--- src/rtl/sdram_mode_pkg.sv ---
// Package: field layout of a mode request and the legality checks for it.
// Assumes the fields are packed with the low bits as burst, then interleave, then CAS.
package sdram_mode_pkg;

    typedef struct packed {
        logic [2:0] cas;
        logic       interleave;
        logic [2:0] burst;
    } mode_fields_t;

    localparam int FIELD_W = $bits(mode_fields_t);

    // Burst length codes the memory accepts: 1, 2, 4, 8 and full page.
    function automatic logic burst_ok(input logic [2:0] code);
        return (code inside {3'b000, 3'b001, 3'b010, 3'b011, 3'b111});
    endfunction

    // CAS latency codes the memory accepts: 2 and 3.
    function automatic logic cas_ok(input logic [2:0] code);
        return (code inside {3'b010, 3'b011});
    endfunction

endpackage

--- src/rtl/sdram_bank_tracker.sv ---
// Keeps one open/closed bit per bank from observed activate and precharge commands.
// Assumes the observed commands are legal and arrive at most one per cycle.
module sdram_bank_tracker
    import sdram_mode_pkg::*;
#(
    parameter int BANK_W = 2
) (
    input  logic              clk,
    input  logic              rst_n,
    input  logic              mon_valid,
    input  logic              mon_ras_n,
    input  logic              mon_cas_n,
    input  logic              mon_we_n,
    input  logic [BANK_W-1:0] mon_bank,
    input  logic              mon_ap,
    output logic              all_idle
);
    localparam int NUM_BANKS = 1 << BANK_W;

    logic                 is_act;
    logic                 is_pre;
    logic [NUM_BANKS-1:0] open_q;

    // Decode the two observed commands that change bank state.
    always_comb begin
        is_act = mon_valid && !mon_ras_n && mon_cas_n && mon_we_n;
        is_pre = mon_valid && !mon_ras_n && mon_cas_n && !mon_we_n;
    end

    for (genvar b = 0; b < NUM_BANKS; b++) begin : g_bank
        // One bank's open bit: set on activate, cleared on its own or a global precharge.
        always_ff @(posedge clk) begin
            if (!rst_n) begin
                open_q[b] <= 1'b0;
            end else if (is_act && (mon_bank == BANK_W'(b))) begin
                open_q[b] <= 1'b1;
            end else if (is_pre && (mon_ap || (mon_bank == BANK_W'(b)))) begin
                open_q[b] <= 1'b0;
            end
        end
    end

    assign all_idle = (open_q == '0);

    assert_pre_all_closes_R8: assert property (@(posedge clk) disable iff (!rst_n)
        (is_pre && mon_ap) |=> all_idle);

    assert_act_opens_R8: assert property (@(posedge clk) disable iff (!rst_n)
        is_act |=> !all_idle);

endmodule

--- src/rtl/sdram_mode_encoder.sv ---
// Checks the request codes and packs them into the address word.
// Assumes ADDR_W is at least the packed field width; spare bits are driven zero.
module sdram_mode_encoder
    import sdram_mode_pkg::*;
#(
    parameter int ADDR_W = 12
) (
    input  mode_fields_t      fields,
    output logic              legal,
    output logic [ADDR_W-1:0] word
);
    // Legality and packing of the request fields.
    always_comb begin
        legal               = burst_ok(fields.burst) && cas_ok(fields.cas);
        word                = '0;
        word[FIELD_W-1:0]   = fields;
    end

endmodule

--- src/rtl/sdram_mrs_sequencer.sv ---
// Accepts, defers and issues programming requests, then holds the settle lockout.
// Assumes all_idle reflects bank state registered on the previous edge.
module sdram_mrs_sequencer
    import sdram_mode_pkg::*;
#(
    parameter int ADDR_W     = 12,
    parameter int MRD_CYCLES = 2
) (
    input  logic              clk,
    input  logic              rst_n,
    input  logic              req_valid,
    input  logic              legal,
    input  logic [ADDR_W-1:0] word,
    input  logic              all_idle,
    output logic              issue,
    output logic [ADDR_W-1:0] addr,
    output logic              lock,
    output logic              pending,
    output logic              error,
    output logic              written
);
    localparam int CNT_W = $clog2(MRD_CYCLES + 1);

    logic [CNT_W-1:0]  lock_cnt;
    logic [ADDR_W-1:0] pend_word;
    logic              ready;
    logic              take;
    logic              fire_req;
    logic              fire_pend;

    // Decide whether a request is taken and whether a command goes out this edge.
    always_comb begin
        ready     = !pending && (lock_cnt == '0);
        take      = req_valid && legal && ready;
        fire_req  = take && all_idle;
        fire_pend = pending && all_idle && (lock_cnt == '0);
    end

    // Command, lockout counter, pending slot and status flags.
    always_ff @(posedge clk) begin
        if (!rst_n) begin
            issue     <= 1'b0;
            addr      <= '0;
            lock_cnt  <= '0;
            pending   <= 1'b0;
            pend_word <= '0;
            error     <= 1'b0;
            written   <= 1'b0;
        end else begin
            error <= req_valid && !(legal && ready);
            issue <= fire_req || fire_pend;
            if (fire_pend) begin
                addr    <= pend_word;
                pending <= 1'b0;
            end else if (fire_req) begin
                addr <= word;
            end else begin
                addr <= '0;
            end
            if (take && !all_idle) begin
                pending   <= 1'b1;
                pend_word <= word;
            end
            if (fire_req || fire_pend) begin
                lock_cnt <= CNT_W'(MRD_CYCLES);
                written  <= 1'b1;
            end else if (lock_cnt != '0) begin
                lock_cnt <= lock_cnt - CNT_W'(1);
            end
        end
    end

    assign lock = (lock_cnt != '0);

    assert_lock_after_issue_R5: assert property (@(posedge clk) disable iff (!rst_n)
        issue |=> (lock && !issue));

    assert_issue_needs_idle_R9: assert property (@(posedge clk) disable iff (!rst_n)
        issue |-> $past(all_idle));

    assert_upper_bits_zero_R2: assert property (@(posedge clk) disable iff (!rst_n)
        issue |-> (addr[ADDR_W-1:FIELD_W] == '0));

    assert_pending_held_R9: assert property (@(posedge clk) disable iff (!rst_n)
        (pending && !all_idle) |=> pending);

    assert_written_sticky_R10: assert property (@(posedge clk) disable iff (!rst_n)
        written |=> written);

endmodule

--- src/rtl/sdram_mode_prog.sv ---
// Top: mode register programmer with bank-idle gating and settle lockout.
// Assumes the rest of the controller honours cmd_lock and reports its commands on mon_*.
module sdram_mode_prog
    import sdram_mode_pkg::*;
#(
    parameter int ADDR_W     = 12,
    parameter int BANK_W     = 2,
    parameter int MRD_CYCLES = 2
) (
    input  logic              clk,
    input  logic              rst_n,
    input  logic              req_valid,
    input  logic [2:0]        req_burst,
    input  logic              req_interleave,
    input  logic [2:0]        req_cas,
    input  logic              mon_valid,
    input  logic              mon_ras_n,
    input  logic              mon_cas_n,
    input  logic              mon_we_n,
    input  logic [BANK_W-1:0] mon_bank,
    input  logic              mon_ap,
    output logic              cmd_ras_n,
    output logic              cmd_cas_n,
    output logic              cmd_we_n,
    output logic [ADDR_W-1:0] cmd_addr,
    output logic              cmd_lock,
    output logic              req_pending,
    output logic              req_error,
    output logic              mode_valid
);
    mode_fields_t      fields;
    logic              legal;
    logic [ADDR_W-1:0] word;
    logic              all_idle;
    logic              issue;

    // Gather the request fields into the packed layout.
    always_comb begin
        fields.burst      = req_burst;
        fields.interleave = req_interleave;
        fields.cas        = req_cas;
    end

    sdram_mode_encoder #(.ADDR_W(ADDR_W)) u_enc (
        .fields (fields),
        .legal  (legal),
        .word   (word)
    );

    sdram_bank_tracker #(.BANK_W(BANK_W)) u_banks (
        .clk       (clk),
        .rst_n     (rst_n),
        .mon_valid (mon_valid),
        .mon_ras_n (mon_ras_n),
        .mon_cas_n (mon_cas_n),
        .mon_we_n  (mon_we_n),
        .mon_bank  (mon_bank),
        .mon_ap    (mon_ap),
        .all_idle  (all_idle)
    );

    sdram_mrs_sequencer #(.ADDR_W(ADDR_W), .MRD_CYCLES(MRD_CYCLES)) u_seq (
        .clk       (clk),
        .rst_n     (rst_n),
        .req_valid (req_valid),
        .legal     (legal),
        .word      (word),
        .all_idle  (all_idle),
        .issue     (issue),
        .addr      (cmd_addr),
        .lock      (cmd_lock),
        .pending   (req_pending),
        .error     (req_error),
        .written   (mode_valid)
    );

    // Command pins: all three low only in the programming cycle.
    always_comb begin
        cmd_ras_n = !issue;
        cmd_cas_n = !issue;
        cmd_we_n  = !issue;
    end

endmodule

--- config.mk ---
export PLATFORM = sky130hd
export DESIGN_NAME = sdram_mode_prog
export DESIGN_NICKNAME = d
export VERILOG_FILES = /design/src/rtl/sdram_mode_pkg.sv /design/src/rtl/sdram_bank_tracker.sv /design/src/rtl/sdram_mode_encoder.sv /design/src/rtl/sdram_mrs_sequencer.sv /design/src/rtl/sdram_mode_prog.sv
export SDC_FILE = /design/constraint.sdc
export NUM_CORES = 1
export LEC_CHECK = 0
export BUFFER_PORTS_ARGS = -buffer_cell sky130_fd_sc_hd__clkbuf_2
export CAP_MARGIN = 20
export CORE_AREA = 5 5 56 58
export CTS_CLUSTER_DIAMETER = 40
export DETAILED_ROUTE_END_ITERATION = 12
export DIE_AREA = 0 0 61 63
export PLACE_DENSITY = 0.77
export SYNTH_ARGS = -nofsm -noshare
export SYNTH_HDL_FRONTEND = slang
export SYNTH_SLANG_ARGS = --single-unit
--- constraint.sdc ---
create_clock -name clk -period 1.3 [get_ports clk]
set_input_delay 0.26 -clock clk [delete_from_list [all_inputs] [get_ports clk]]
set_output_delay 0.26 -clock clk [all_outputs]
set_load 0.05 [all_outputs]
==> out/results.tsv <==
stage	metric	value	unit
route	DRT Pass-1 Iters	4	
global_routing	first-pass GRT wire length	4080	um
cts	TritonCTS Buffers	3	
timing	upper clock frequency limit	748	MHz
pwr	Pwr per Cell Area	998	nW/um^2
synth	Synth async-reset ratio	0	
cts	Hold Buf Count CTS	0	
worst_setup_path	CP Max Fanout	2	
synth	post-synthesis sequential area ratio	0.443	
floorplanning	row cnt	19	
pwr	Net Sw Power	0.392	mW
timing	final critical-path setup slack	-0.0376	ns
synth	Synth cell types	37	
run_status	status	complete, but fails checks	
worst_setup_path	critical path's largest stage delay	0.35	ns
global_routing	initial antenna violation count	0	
worst_setup_path	crit start category	flop	
floorplanning	Die H	63	um
floorplanning	DIE AREA	3840	um^2
pwr	maximum VDD drop	0.572	mV
floorplanning	Ports	36	
timing	min Tclk post-route	1.34	ns
cts	Root Buffer	clkbuf_4	
run_status	failing checks	negative setup slack	
pwr	Clock power frac	0.321	
synth	EDFF count, synth	0	
global_routing	GRT overflow	0	
global_routing	GRT Overall Usage	0.133	
timing	Max Slew Vio Count	0	
synth	Post-synth top cells	24 x dfxtp_1, 21 x nand2_1, 9 x a21oi_1	
synth	top cell type's share of synthesized area	0.443	
worst_setup_path	Worst EP required	1.04	ns
layout	fin util	0.559	
placement	dpl ws	-0.0301	ns
synth	synthesized area	1080	um^2
cts	maximum clock insertion buffer count	2	
timing	final-report hold violation count	0	
route	DR vias	996	
pwr	total power	1.46	mW
cts	CTS tree	built	
floorplanning	die extent in x	61	um
pwr	combinational power share	0.165	
pwr	P_int	1.07	mW
route	Detailed Route Iter0 Violations	28	
worst_setup_path	worst setup path class	reg -> out	
cts	clk slew on worst S/H paths	0.14	ns
global_routing	vias in the first global route	964	
route	Post-route DRC	0	
timing	final-report setup violation count	6	
placement	hpwl dp	1850	um
cts	Worst-Skew Late Latency	0.32	ns
layout	NumNets Final	182	
layout	ANT cells	0	
pwr	sequential share of power	0.514	
worst_setup_path	Cell Chain, Critical Path	buf_6 > nor2_4 > inv_2 > buf_8	
route	vias per inst	5.11	
worst_setup_path	Worst Path Arrival	1.08	ns
synth	mean post-synth cell area	9.11	um^2
synth	Yosys reg bits	24	
job	max_cap viols	0	
worst_setup_path	CP endpoint kind	output pin	
pwr	sw frac	0.268	
synth	Gate Count Post-Synth	119	
floorplanning	initial core utilization	0.414	
global_routing	pin count of the biggest net entering global routing	22	
cts	CTS H-tree lvls	1	
pwr	Leak	0.676	nW
placement	Port Buffer Count	30	
synth	most frequent cell after synthesis	dfxtp_1	
route	WL final	2460	um
synth	top cells by area, synth	dfxtp_1 44%, nand2_1 7.3%, buf_4 4.8%	
cts	clock sink count	24	
min_path	Hold Path Class	in -> reg	
synth	Ys Warns	0	
floorplanning	Core Area	2620	um^2
placement	gp weighted congestion	0.800	
timing	RSZ-0062 raised after global routing	yes	
layout	share of cells above drive strength 1	0.421	
route	Routed WL per cell	12.6	um
layout	area grow syn2layout	35.0	%
timing	crit share post-route	1.03	
synth	cell taking the most area after synthesis	dfxtp_1	
route	Routed Antenna Nets	0	
worst_setup_path	Worst path slowest cell	dfxtp_2	
timing	clock skew	0.00616	ns
synth	ys flop type	dfxtp_1	
[stage by stage]
step / setup TNS (ns) / std cells / hold slack [ns] / area, um^2
6_report: -0.0903 / 195 / 0.139 / 1460
3_5_place_dp: -0.0687 / 185 / 0.418 / 1320
5_1_grt: -0.460 / 195 / 0.155 / 1460
3_3_place_gp: 0 / 185 / 0.420 / 1320
2_1_floorplan: 0 / 123 / 0.354 / 1110
4_1_cts: -0.115 / 195 / 0.145 / 1440
[cell families (layout without fill, tap and decap cells)]
logic type,count (synthesis),count (layout),share of synthesized area
AO/OA/AOI/OAI,27,27,0.167
buffers and inverters,16,57,0.0808
other,1,5,0.00346
flip-flops,24,24,0.443
multiplexers,4,4,0.0370
AND/OR/NAND/NOR,47,47,0.268
[per-layer routing]
| metal | global-route usage | up-vias | share of wire |
|---|---|---|---|
| met5 | 0 | - | 0 |
| met4 | 0.0569 | 0 | 0.019 |
| met3 | 0.0165 | 6 | 0.067 |
| met2 | 0.222 | 39 | 0.50 |
| met1 | 0.166 | 447 | 0.41 |
| li1 | - | 504 | - |
[power by group through the flow]
| stage | combinational, mW | clock, mW | sequential, mW |
|---|---|---|---|
| after floorplan | 0.129 | 0 | 0.788 |
| after global placement | 0.215 | 0 | 0.766 |
| after detailed placement | 0.219 | 0 | 0.766 |
| after CTS | 0.234 | 0.476 | 0.749 |
| after global routing | 0.258 | 0.506 | 0.751 |
| final | 0.241 | 0.469 | 0.749 |
[worst paths after layout]
kind | from | slack, ns | depth (start not counted) | end
max | u_seq.lock_cnt[1] | -0.04 | 4 | cmd_lock
min | req_valid | 0.14 | 3 | u_seq.error
min reg2reg | u_seq.pend_word[6] | 0.44 | 2 | u_seq.addr[6]
max reg2reg | u_banks.open_q[0] | -0.02 | 3 | u_seq.pend_word[2]
[cell type report]
type | instances | area, um^2
fill | 258 | 1150
timing repair buffer | 48 | 314
clock buffer | 4 | 47.5
multi-input combinational | 83 | 553
sequential | 24 | 490
tap | 31 | 38.8
inverter | 5 | 18.8
[state kept, by name (all words and copies together) (netlist names)]
signal           cells
u_seq.issue          1
u_seq.pend_word      7
u_seq.addr           7
u_seq.lock_cnt       2
u_seq.pending        1
u_seq.written        1
u_banks.open_q       4
u_seq.error          1
[worst max-delay path: cells and delay by family (launching register included)]
family | cells | cell delay, ns
buffers and inverters | 3 | 0.29
DFF | 1 | 0.35
and+or+nand+nor | 1 | 0.11
[cells in the final DEF, fill, tap and decap left out, types with 2 or more instances in the layout]
master     n
conb_1     5
mux2i_1    4
a21oi_1    9
inv_1      4
nand4_1    6
buf_6      5
buf_4     13
o21ai_0    3
a32o_1     2
dfxtp_2    5
a21boi_1   4
dfxtp_1   18
clkbuf_2  28
clkbuf_4   3
nor2b_1    2
nor2_1     3
nand2_1   21
nor3b_4    2
[what timing repair did]
item / CTS / global route
pin swaps: 3 / 3
endpoints found under the setup margin: 7 / 21
gates cloned: 0 / 0
resized for setup: 13 / 8
setup buffers: 6 / 0
No activity file was read; power rests on OpenSTA's default activity.
